**src/rtl/dma_packer_pkg.sv**
```systemverilog
package dma_packer_pkg;

    typedef struct packed {
        logic       valid;
        logic       tag;
        logic [7:0] data;
    } hold_slot_t;

    typedef enum logic [1:0] {
        SPLIT_IDLE   = 2'd0,
        SPLIT_FIRST  = 2'd1,
        SPLIT_SECOND = 2'd2
    } split_state_t;

    typedef struct packed {
        logic [7:0] first;
        logic [7:0] second;
    } byte_pair_t;

    // Word assembled from an older and a newer byte.
    function automatic logic [15:0] join_bytes(input logic [7:0] older,
                                               input logic [7:0] newer,
                                               input logic       upper_first);
        return upper_first ? {older, newer} : {newer, older};
    endfunction

    // Transmission order of a word's two halves.
    function automatic byte_pair_t split_word(input logic [15:0] w,
                                              input logic        upper_first);
        byte_pair_t p;
        p.first  = upper_first ? w[15:8] : w[7:0];
        p.second = upper_first ? w[7:0]  : w[15:8];
        return p;
    endfunction

endpackage

```
**src/rtl/dmapk_rx_join.sv**
```systemverilog
module dmapk_rx_join
    import dma_packer_pkg::*;
(
    input  hold_slot_t  slot0,
    input  hold_slot_t  slot1,
    input  logic        hi_first,
    output logic [15:0] word,
    output logic        word_ok
);
    always_comb begin
        word    = join_bytes(slot0.data, slot1.data, hi_first);
        word_ok = slot0.valid && slot1.valid && !slot0.tag && !slot1.tag;
    end
endmodule

```
**src/rtl/dmapk_tx_split.sv**
```systemverilog
module dmapk_tx_split
    import dma_packer_pkg::*;
(
    input  logic        clk,
    input  logic        rst,
    input  logic        accept,
    input  logic [15:0] word,
    input  logic        hi_first,
    output logic        push,
    output logic [7:0]  push_byte,
    output logic        busy
);
    split_state_t state_q;
    byte_pair_t   pair_q;

    always_ff @(posedge clk) begin
        if (rst) begin
            state_q <= SPLIT_IDLE;
            pair_q  <= '0;
        end else begin
            unique case (state_q)
                SPLIT_IDLE: begin
                    if (accept) begin
                        pair_q  <= split_word(word, hi_first);
                        state_q <= SPLIT_FIRST;
                    end
                end
                SPLIT_FIRST:  state_q <= SPLIT_SECOND;
                SPLIT_SECOND: state_q <= SPLIT_IDLE;
                default:      state_q <= SPLIT_IDLE;
            endcase
        end
    end

    always_comb begin
        push      = (state_q == SPLIT_FIRST) || (state_q == SPLIT_SECOND);
        push_byte = (state_q == SPLIT_SECOND) ? pair_q.second : pair_q.first;
        busy      = (state_q != SPLIT_IDLE);
    end
endmodule

```
**src/rtl/dmapk_req_ctrl.sv**
```systemverilog
module dmapk_req_ctrl #(
    parameter int DEPTH = 16,
    parameter int LVL_W = $clog2(DEPTH + 1)
) (
    input  logic             clk,
    input  logic             rst,
    input  logic             dir_tx,
    input  logic [LVL_W-1:0] thresh,
    input  logic [LVL_W-1:0] level,
    input  logic             word_ok,
    input  logic             tx_busy,
    input  logic             ack,
    output logic             req,
    output logic             xfer
);
    localparam logic [LVL_W-1:0] DEPTH_L   = LVL_W'(DEPTH);
    localparam logic [LVL_W-1:0] ONE_WORD  = LVL_W'(2);
    localparam logic [LVL_W-1:0] TWO_WORDS = LVL_W'(4);

    logic             armed_q;
    logic [LVL_W-1:0] room;
    logic             arm_rx, arm_tx, last_rx, last_tx, is_last;

    always_comb begin
        room    = DEPTH_L - level;
        arm_rx  = word_ok && (level >= thresh);
        arm_tx  = !tx_busy && (room >= thresh) && (room >= ONE_WORD);
        last_rx = level < ONE_WORD;
        last_tx = room < TWO_WORDS;
        is_last = dir_tx ? last_tx : last_rx;
        req     = armed_q && (dir_tx ? !tx_busy : word_ok);
        xfer    = req && ack;
    end

    always_ff @(posedge clk) begin
        if (rst) begin
            armed_q <= 1'b0;
        end else if (!armed_q) begin
            armed_q <= dir_tx ? arm_tx : arm_rx;
        end else if (xfer && is_last) begin
            armed_q <= 1'b0;
        end else if (!dir_tx && !word_ok) begin
            armed_q <= 1'b0;
        end
    end
endmodule

```
**src/rtl/dma_byte_packer.sv**
```systemverilog
module dma_byte_packer
    import dma_packer_pkg::*;
#(
    parameter int DEPTH = 16,
    parameter int LVL_W = $clog2(DEPTH + 1)
) (
    input  logic             clk,
    input  logic             rst,
    input  logic             dir_tx,
    input  logic             hi_first,
    input  logic [LVL_W-1:0] thresh,
    input  logic [LVL_W-1:0] fifo_level,
    input  logic [7:0]       pipe_data0,
    input  logic             pipe_valid0,
    input  logic             pipe_tag0,
    input  logic [7:0]       pipe_data1,
    input  logic             pipe_valid1,
    input  logic             pipe_tag1,
    output logic             pipe_pop,
    output logic             fifo_push,
    output logic [7:0]       fifo_wdata,
    output logic             dma_req,
    input  logic             dma_ack,
    input  logic [15:0]      dma_wdata,
    output logic [15:0]      dma_rdata
);
    hold_slot_t s0, s1;
    logic       word_ok, tx_busy, xfer;

    assign s0 = '{valid: pipe_valid0, tag: pipe_tag0, data: pipe_data0};
    assign s1 = '{valid: pipe_valid1, tag: pipe_tag1, data: pipe_data1};

    dmapk_rx_join u_join (
        .slot0    (s0),
        .slot1    (s1),
        .hi_first (hi_first),
        .word     (dma_rdata),
        .word_ok  (word_ok)
    );

    dmapk_req_ctrl #(.DEPTH(DEPTH), .LVL_W(LVL_W)) u_req (
        .clk     (clk),
        .rst     (rst),
        .dir_tx  (dir_tx),
        .thresh  (thresh),
        .level   (fifo_level),
        .word_ok (word_ok),
        .tx_busy (tx_busy),
        .ack     (dma_ack),
        .req     (dma_req),
        .xfer    (xfer)
    );

    dmapk_tx_split u_split (
        .clk       (clk),
        .rst       (rst),
        .accept    (xfer && dir_tx),
        .word      (dma_wdata),
        .hi_first  (hi_first),
        .push      (fifo_push),
        .push_byte (fifo_wdata),
        .busy      (tx_busy)
    );

    assign pipe_pop = xfer && !dir_tx;
endmodule

```
**config.mk**
```make
export PLATFORM = sky130hd
export DESIGN_NAME = dma_byte_packer
export DESIGN_NICKNAME = d
export VERILOG_FILES = /design/src/rtl/dma_packer_pkg.sv /design/src/rtl/dmapk_rx_join.sv /design/src/rtl/dmapk_tx_split.sv /design/src/rtl/dmapk_req_ctrl.sv /design/src/rtl/dma_byte_packer.sv
export SDC_FILE = /design/constraint.sdc
export NUM_CORES = 1
export LEC_CHECK = 0
export BUFFER_PORTS_ARGS = -buffer_cell sky130_fd_sc_hd__buf_2
export CORE_ASPECT_RATIO = 1.75
export CORE_UTILIZATION = 35
export DETAILED_ROUTE_END_ITERATION = 6
export SLEW_MARGIN = 20
export SYNTH_ARGS = -nofsm -noshare
export SYNTH_HDL_FRONTEND = slang
export SYNTH_HIERARCHICAL = 1
export SYNTH_SLANG_ARGS = --single-unit
```
**constraint.sdc**
```tcl
create_clock -name clk -period 3.63 [get_ports clk]
set_input_delay 0.363 -clock clk [delete_from_list [all_inputs] [get_ports clk]]
set_output_delay 0.363 -clock clk [all_outputs]
set_load 0.01 [all_outputs]
```
Word-level counts from Yosys, hierarchy flattened
Index checks and enable logic that the tools add are counted.
Cells by class
  multiplexer cells: 12
  reductions and logical operators: 21
  $add $sub $neg: 1
  $lt $le $gt $ge: 5
  equal/unequal tests: 3
Operators with widths (number)
  two-way mux 8 bit: 3
  two-way mux 16 bit: 1
  logical AND 1 bit: 12
  greater-or-equal comparator 5 bit: 2
  two-way mux 1 bit: 6
  greater-or-equal comparator 5 x 2 -> 1 bit (second input constant): 1
  logical NOT 1 bit: 5
  < comparator 5 x 2 -> 1 bit (second input constant): 1
  < comparator 5 x 3 -> 1 bit (second input constant): 1
  subtractor 5 bit (first input constant): 1
  case mux 2 bit (2 select lines): 1
  equality test 2 x 1 -> 1 bit (second input constant): 1
  equality test 2 bit (second input constant): 1
  logical NOT 2 bit: 1
  two-way mux 2 bit: 1
  != test 2 x 1 -> 1 bit (second input constant): 1
  AND reduction 2 bit: 1
  nonzero test 2 bit: 1
  logical OR 1 bit: 1
Storage, ports and cells
  flip-flop bits (word level): 19
  logic and storage cells: 46
  output and inout port bits: 27

Logic depth before layout (Yosys ltp)
Gate-level depths: netlist (run 1).
  depth after elaboration: 9
  gate-level depth with buffers: 10

Cells and area by module
The synthesis (run 1) kept the hierarchy.
Modules (own cells, without submodules)
  dmapk_tx_split: cells each 96, instances 1, sequential area each 360.3 µm², area each 987.2 µm²
  dmapk_req_ctrl: cells each 55, instances 1, sequential area each 20.0 µm², area each 426.7 µm²
  dmapk_rx_join: cells each 19, instances 1, sequential area each 0.0 µm², area each 259.0 µm²
  dma_byte_packer: cells each 2, instances 1, sequential area each 0.0 µm², area each 16.3 µm²

Least setup slack after synthesis (run 1)
OpenSTA, ideal clock, no wires.
  path type: input -> register
  from: input pipe_tag0
  to: register u_split/pair_q[0] (netlist bit)
  path slack: 1746 ps
  library setup time: 86 ps
  stages on the path: 9
  arrival time: 1798 ps
  required time: 3544 ps
  path through: nor4bb_1 > o21ai_1 > a211oi_1 > and2_2 > and2_1 > buf_6 > buf_6 > nor2_1 > a211oi_1
On the way
  longest elaborated chain between the ends: 8
RTL lines
  from (decl): RTL line dma_byte_packer.sv:15  | input logic pipe_tag0,
  logical NOT 1 bit: RTL line dmapk_rx_join.sv:12  | word_ok = slot0.valid && slot1.valid && !slot0.tag && !slot1.tag;
  logical AND 1 bit (2 in a row): RTL line dmapk_rx_join.sv:12
  two-way mux 1 bit: RTL line dmapk_req_ctrl.sv:31  | req = armed_q && (dir_tx ? !tx_busy : word_ok);
  logical AND 1 bit: RTL line dmapk_req_ctrl.sv:31
  logical AND 1 bit: RTL line dmapk_req_ctrl.sv:32  | xfer = req && ack;
  via xfer: RTL line dma_byte_packer.sv:28  | logic word_ok, tx_busy, xfer;
  logical AND 1 bit: RTL line dma_byte_packer.sv:57  | .accept (xfer && dir_tx),
  AND reduction 2 bit (no line)
  to (signal assigned): RTL line dmapk_tx_split.sv:24  | pair_q <= split_word(word, hi_first);
  to (decl): RTL line dmapk_tx_split.sv:14  | byte_pair_t pair_q;
The timed path passes the listed nets, and every way through them passes these cells.
A chain may end at the register's enable or synchronous reset.

Worst setup path after layout (run 1)
  from: input fifo_level[0]
  to: register u_req.armed_q
On the way
  longest elaborated chain between the ends: 6
RTL lines
  from (decl): RTL line dma_byte_packer.sv:12  | input logic [LVL_W-1:0] fifo_level,
  subtractor 5 bit: RTL line dmapk_req_ctrl.sv:25  | room = DEPTH_L - level;
  < comparator 5 x 3 -> 1 bit or greater-or-equal comparator 5 bit (tied branches): RTL line dmapk_req_ctrl.sv:29, dmapk_req_ctrl.sv:27
  two-way mux 1 bit or logical AND 1 bit (tied branches): RTL line dmapk_req_ctrl.sv:30, dmapk_req_ctrl.sv:27
  logical AND 1 bit (on tied branches): RTL line dmapk_req_ctrl.sv:40, dmapk_req_ctrl.sv:27
  two-way mux 1 bit (on tied branches): RTL line dmapk_req_ctrl.sv:40, dmapk_req_ctrl.sv:39
  two-way mux 1 bit (*): RTL line dmapk_req_ctrl.sv:38  | end else if (!armed_q) begin
  to (signal assigned): RTL line dmapk_req_ctrl.sv:39  | armed_q <= dir_tx ? arm_tx : arm_rx;
  to (decl): RTL line dmapk_req_ctrl.sv:20  | logic armed_q;
Mark *: on every way between the ends. The rest lies on a longest branch, timed or not.

==> results of run 1 <==
[sequential cells by signal, indices dropped and copies added (netlist names)]
register	cells
u_split/pair_q	16
u_split/state_q	2
u_req/armed_q	1
[power breakdown]
part           total, mW  internal, mW  switching (mW)  leakage [nW]
Clock              0.145        0.0763          0.0687        0.0255
Combinational      0.217         0.108           0.109         0.853
Sequential         0.229         0.221         0.00799         0.154
Total              0.591         0.405           0.186          1.03
[worst min-delay path: cells and delay by family]
| kind | cells | cell delay [ps] |
|---|---|---|
| mux | 1 | 120 |
| buf+inv | 1 | 110 |
| compound gates | 1 | 80 |
[worst max-delay path by stage]
stage	start	end	slack (ps)	depth (start not counted)
after floorplan	pipe_tag0	u_split/pair_q[0]$_SDFFE_PP0P_	1750	9
after global placement	pipe_tag0	u_split/pair_q[12]$_SDFFE_PP0P_	1420	9
after detailed placement	pipe_tag0	u_split/pair_q[12]$_SDFFE_PP0P_	1310	9
after CTS	pipe_tag0	u_split/pair_q[12]$_SDFFE_PP0P_	1580	9
after global routing	pipe_tag0	u_split/pair_q[5]$_SDFFE_PP0P_	1300	9
final	fifo_level[0]	u_req/armed_q$_SDFF_PP0_	1590	11
[synth_stat cells (4+ instances only)]
library cell / count
a211oi_1: 15
dfxtp_1: 19
ha_1: 15
inv_1: 10
a21oi_1: 4
buf_6: 5
nor2_1: 20
mux2_2: 14
mux2i_1: 18
mux2_4: 10
[final cells by class]
| type | instances | area share, % |
|---|---|---|
| multi-input combinational | 132 | 55.6 |
| clock inverter | 1 | 0.241 |
| clock buffer | 3 | 1.99 |
| timing repair buffer | 78 | 18.9 |
| inverter | 10 | 1.81 |
| tap | 52 | 3.13 |
| sequential | 19 | 18.3 |
[kinds of logic (layout without fill, tap and decap cells)]
family | count (synthesis) | in the layout | share of synthesized area, %
adders and majority gates | 15 | 15 | 11.1
and+or+nand+nor | 39 | 39 | 12.1
buffers and inverters | 21 | 92 | 9.04
muxes | 42 | 42 | 28.9
AOI/OAI and AO/OA | 33 | 33 | 14.8
xor gates and xnor gates | 3 | 3 | 1.56
DFF | 19 | 19 | 22.5
[per-stage QoR]
| step | instance area (sq um) | hold WS [ps] | utilization [%] | setup WS, ps | power, mW |
|---|---|---|---|---|---|
| final | 2080 | 451 | 44.5 | 1590 | 0.591 |
| after global routing | 2080 | 472 | 44.5 | 1300 | 0.630 |
| after CTS | 2080 | 452 | 44.5 | 1580 | 0.599 |
| after detailed placement | 2030 | 492 | 43.6 | 1310 | 0.453 |
| after global placement | 2030 | 483 | 43.6 | 1420 | 0.450 |
| after floorplan | 1690 | 475 | - | 1750 | 0.383 |
[per-layer routing]
layer	track usage (%)	wire length [um]	vias to the layer above
li1	-	-	765
met1	14.8	1420	670
met2	26.3	1940	39
met3	1.29	128	5
met4	4.49	57	0
met5	0	0	-
==> metrics.yaml, run 1 <==
cts_tree: "yes"
track_usage_pct: 13.9
overflow: 0
die_width_um: 54.5
fin_skew_ps: 7.34
critPathArrivalTime_ps: 2210
setup_violations: 0
slew_headroom_pct: 43.8
numPortBuffers: 77
slew_viol_final: 0
ant_nets: 0
syn_avg_cell_area_sq_um: 9.82
outcome: "complete, no violations"
grt_pass1_vias: 1338
synthCells: 172
root_buffer: "clkbuf_8"
synth_edf_count: 0
cts_max_level: 1
yosysSeqAreaShare_pct: 22.5
dp.cells: 291
crit_buf_inv: 2
clockBufferDepth: 2
reg2reg_slack_ps: 1660
synth_nets: 238
clkTransAtPathRegs_ps: 70
cts_made_buffers: 3
grt_pass1_wl_um: 5410
timing.rr.end: "u_split/pair_q[12]$_SDFFE_PP0P_"
r2r_cells: 9
crit_top_cell: "ha_1"
max_stage_delay_ps: 330
cts.sinks: 19
synth_area_leaders: "dfxtp_1 (23%), ha_1 (11%), mux2i_1 (11%)"
core_sq_um: 4670
multi_input_area_sq_um: 1160
hold_viol: 0
r2r_start: "u_split/state_q[0]$_SDFFE_PP0P_"
final-seq-area_sq_um: 380
cts_hold_repair.buffers: 0
dp_hpwl_um: 2870
nNetsFinal: 310
layout_common_cells: "buf_2 (77), nor2_1 (20), dfxtp_1 (19), mux2i_1 (18)"
die_area_sq_um: 5120
n_antenna_cell: 0
row_count: 33
num_vias: 1479
critPathKind: "input port to flop"
rsz0062_at_grt: "false"
hold_path_depth: 3
ys_warn_count: 6
post-route-period-util_pct: 56.1
routabilityCongestion: 0.754
post_drt_wl_per_cell_um: 12.0
tightest_slew_ps: 844
cts_setup_buffers: 0
synth_ff_type: "dfxtp_1"
maxCapViolCount: 0
cp_max_fo: 4
hold-path-endpoint: "u_split/pair_q[0]$_SDFFE_PP0P_"
ys_ff_latch: 19
fill_cells: 484
hold_path.class: "input port to flop"
ys_types: 37
grt_max_degree: 33
io_pins: 78
drt_first_pass_iters: 4
drive_gt1_share_pct: 46.9
peakVddDrop_mv: 0.231
clk-insertion-delay-late_ps: 260
drc: 0
final_common_cell: "buf_2"
synthesis.area_sq_um: 1690
final_cells: 295
die_y_um: 93.9
antenna_found_initial: 0
synth_area_leader_cell: "dfxtp_1"
p_per_area_nw_per_um2: 284
crit_family: "compound AO/OA/AOI/OAI gates"
p_leak_nw: 1.03
ctsResizeCount: 0
period_needed_ps: 2040
synth_top_area_share_pct: 22.5
initial_core_util_pct: 36.2
wirelength_um: 3540
area_growth_pct: 23.0
slowest_stage: "o21ai_0"
crit_path_cell_trace: "buf_2 -> inv_1 -> ha_1 -> and2b_1 -> nand2b_1 -> xnor2_1 -> ha_1 -> nand2_1 -> o21ai_0 -> o311ai_2 -> o311ai_1"
synthArstFlopShare_pct: 0
max_freq_mhz: 491
cp-start-kind: "input port"
cp-end-kind: "flop"
setup_tns_ps: 0
viasPerCell: 5.01
drt_iter0_drc: 22
hp-start: "dma_wdata[8]"
worstPathRequired_ps: 3800
(Power assumes the default switching activity.)
==> run 2: changes to the inputs <==
Settings changed: PLACE_DENSITY set to 0.65.
Clock period 3.63 ns to 1.7 ns, I/O delays scaled along.
==> run 2 against run 1 <==
Die area unchanged. Clock skew shrank 5.0 ps. Hold slack lost 180 ps. Clock power rose by 110%. Sequential power is 110% higher. Power up 140%. Largest cell class unchanged. Highest routed layer unchanged.
==> metrics.yaml, run 2 (same netlist as run 1, synthesis figures left out) <==
outcome: "complete, no violations"
hp-start: "dma_wdata[7]"
drt_first_pass_iters: 4  # unchanged
r2r_start: "u_split/state_q[0]$_SDFFE_PP0P_"
hold_viol: 0  # unchanged
slew_headroom_pct: 72.7  # +29 points
n_antenna_cell: 0  # unchanged
overflow: 0  # unchanged
period_needed_ps: 1660
place_area_sq_um: 2180  # +7.5%
rsz0062_at_grt: "true"
ant_nets: 0  # unchanged
p_per_area_nw_per_um2: 602  # +110%
crit_path_cell_trace: "buf_2 -> inv_1 -> ha_4 -> and2b_1 -> nand2b_1 -> xnor2_2 -> ha_1 -> a21oi_2 -> o21ai_1 -> buf_4 -> o311ai_2 -> o311ai_1"
root_buffer: "clkbuf_8"
post-route-cell-area_sq_um: 2350  # +13%
core_sq_um: 4670  # unchanged
die_y_um: 93.9  # unchanged
clk-insertion-delay-late_ps: 250  # about the same
cp-end-kind: "flop"
cts_max_level: 1  # unchanged
cp-start-kind: "input port"
max_stage_delay_ps: 330  # about the same
p_leak_nw: 1.16  # +12%
grt_pass1_vias: 1445  # +8.0%
dp.cells: 308  # +5.8%
drive_gt1_share_pct: 55.7  # +8.8 points
slew_viol_final: 0  # unchanged
io_pins: 78  # unchanged
cts_tree: "yes"
track_usage_pct: 15.5  # +1.6 points
initial_core_util_pct: 36.2  # unchanged
dp_hpwl_um: 3070  # +6.8%
routabilityCongestion: 0.842  # +12%
hold-path-endpoint: "u_split/pair_q[15]$_SDFFE_PP0P_"
cts_made_buffers: 3  # unchanged
hold_path.class: "input port to flop"
setup_violations: 0  # unchanged
peakVddDrop_mv: 0.535  # +130%
final_cells: 314  # +6.4%
numPortBuffers: 77  # unchanged
worstPathRequired_ps: 1820  # -1980 ps
drt_iter0_drc: 22  # unchanged
drc: 0  # unchanged
layout_common_cells: "buf_2 (76), nor2_1 (20), dfxtp_1 (18), mux2i_1 (18), buf_4 (17)"
viasPerCell: 5.08  # +1.4%
pre_cts_slack_ps: -267  # -1570 ps
die_area_sq_um: 5120  # unchanged
grt_pass1_wl_um: 5900  # +9.1%
hold_path_depth: 3  # unchanged
r2r_cells: 9  # unchanged
area_growth_pct: 39.2
timing.rr.end: "u_split/pair_q[6]$_SDFFE_PP0P_"
cts.sinks: 19  # unchanged
largest_register_ffs: 16  # unchanged
top_register: "u_split/pair_q"
grt_max_degree: 33  # unchanged
clkTransAtPathRegs_ps: 70  # about the same
reg2reg_slack_ps: 80  # -1580 ps
antenna_found_initial: 0  # unchanged
fin_skew_ps: 2.34  # -5.00 ps
maxCapViolCount: 0  # unchanged
setup_tns_ps: 0  # unchanged
critPathArrivalTime_ps: 1780  # -430 ps
wirelength_um: 3990  # +13%
tightest_slew_ps: 410  # -434 ps
cp_max_fo: 3  # -1
num_vias: 1596  # +7.9%
clockBufferDepth: 2  # unchanged
post_drt_wl_per_cell_um: 12.7  # +5.7%
fin_ws_ps: 41.8  # -1550 ps
nNetsFinal: 329  # +6.1%
top_regs: "u_split/pair_q (16), u_split/state_q (2), u_req/armed_q (1)"
max_freq_mhz: 603
final_common_cell: "buf_2"
row_count: 33  # unchanged
critPathKind: "input port to flop"
die_width_um: 54.5  # unchanged
slowest_stage: "ha_1"
post-route-period-util_pct: 97.5
==> run 2: cell types whose count changed in the layout (fill, tap and decap cells not counted), sizes merged <==
cell / delta
buf: +18
bufbuf: +1
clkbuf: +1
clkinv: -1
==> run 2: final cells by class <==
cell class / count / area [sq um]
Inverter: 10 / 37.5
Fill cell: 454 / 2310
Sequential cell: 19 / 382
Clock buffer: 4 / 45.0
Tap cell: 52 / 65.1
Multi-Input combinational cell: 132 / 1230
Timing Repair Buffer: 97 / 592
==> run 2: power by group <==
part / internal, mW / switching, mW / total, mW
Combinational: 0.338 / 0.280 / 0.618
Sequential: 0.473 / 0.0147 / 0.488
Clock: 0.166 / 0.143 / 0.310
Total: 0.978 / 0.438 / 1.42
==> run 2: routing by layer <==
layer	wire length [um]	vias up	track usage [%]	part of all wire [%]
li1	-	807	-	-
met3	122	10	1.78	3.1
met4	108	0	6.62	2.7
met2	2300	40	31.1	58
met1	1460	739	13.9	37
met5	0	-	0	0
==> run 2: worst max path at each step <==
| stage | startpoint | to | slack [ps] | depth (start not counted) |
|---|---|---|---|---|
| floorplan | pipe_tag0 | u_split/pair_q[0]$_SDFFE_PP0P_ | 9 | 9 |
| global placement | fifo_level[0] | u_req/armed_q$_SDFF_PP0_ | -200 | 12 |
| detailed placement | pipe_tag0 | u_split/pair_q[13]$_SDFFE_PP0P_ | -270 | 9 |
| CTS | u_split/state_q[0]$_SDFFE_PP0P_ | u_split/pair_q[15]$_SDFFE_PP0P_ | 10 | 8 |
| global route | fifo_level[1] | u_req/armed_q$_SDFF_PP0_ | -80 | 12 |
| finish | fifo_level[1] | u_req/armed_q$_SDFF_PP0_ | 40 | 12 |
==> run 2: worst max-delay path: cells and delay by family <==
| kind | cells | cell delay [ps] |
|---|---|---|
| compound gates | 4 | 400 |
| xor+xnor | 1 | 150 |
| fa+ha+maj | 2 | 490 |
| buf+inv | 3 | 330 |
| simple gates | 2 | 240 |
==> run 2: stage by stage <==
| stage | hold WS [ps] | util [%] | total power, mW |
|---|---|---|---|
| 2_1_floorplan | 306 | - | 0.818 |
| 3_3_place_gp | 483 | 46.8 | 1.03 |
| 3_5_place_dp | 491 | 46.8 | 1.05 |
| 4_1_cts | 268 | 48.9 | 1.38 |
| 5_1_grt | 281 | 50.4 | 1.51 |
| 6_report | 268 | 50.4 | 1.42 |
==> run 2: repair_timing <==
| action | 4_1_cts | 5_1_grt |
|---|---|---|
| gates cloned | 1 | 0 |
| resized for setup | 5 | 16 |
| hold buffers | 0 | 0 |
| pin swaps | 0 | 8 |
| endpoints found under the setup margin | 25 | 20 |
| setup buffers | 0 | 1 |
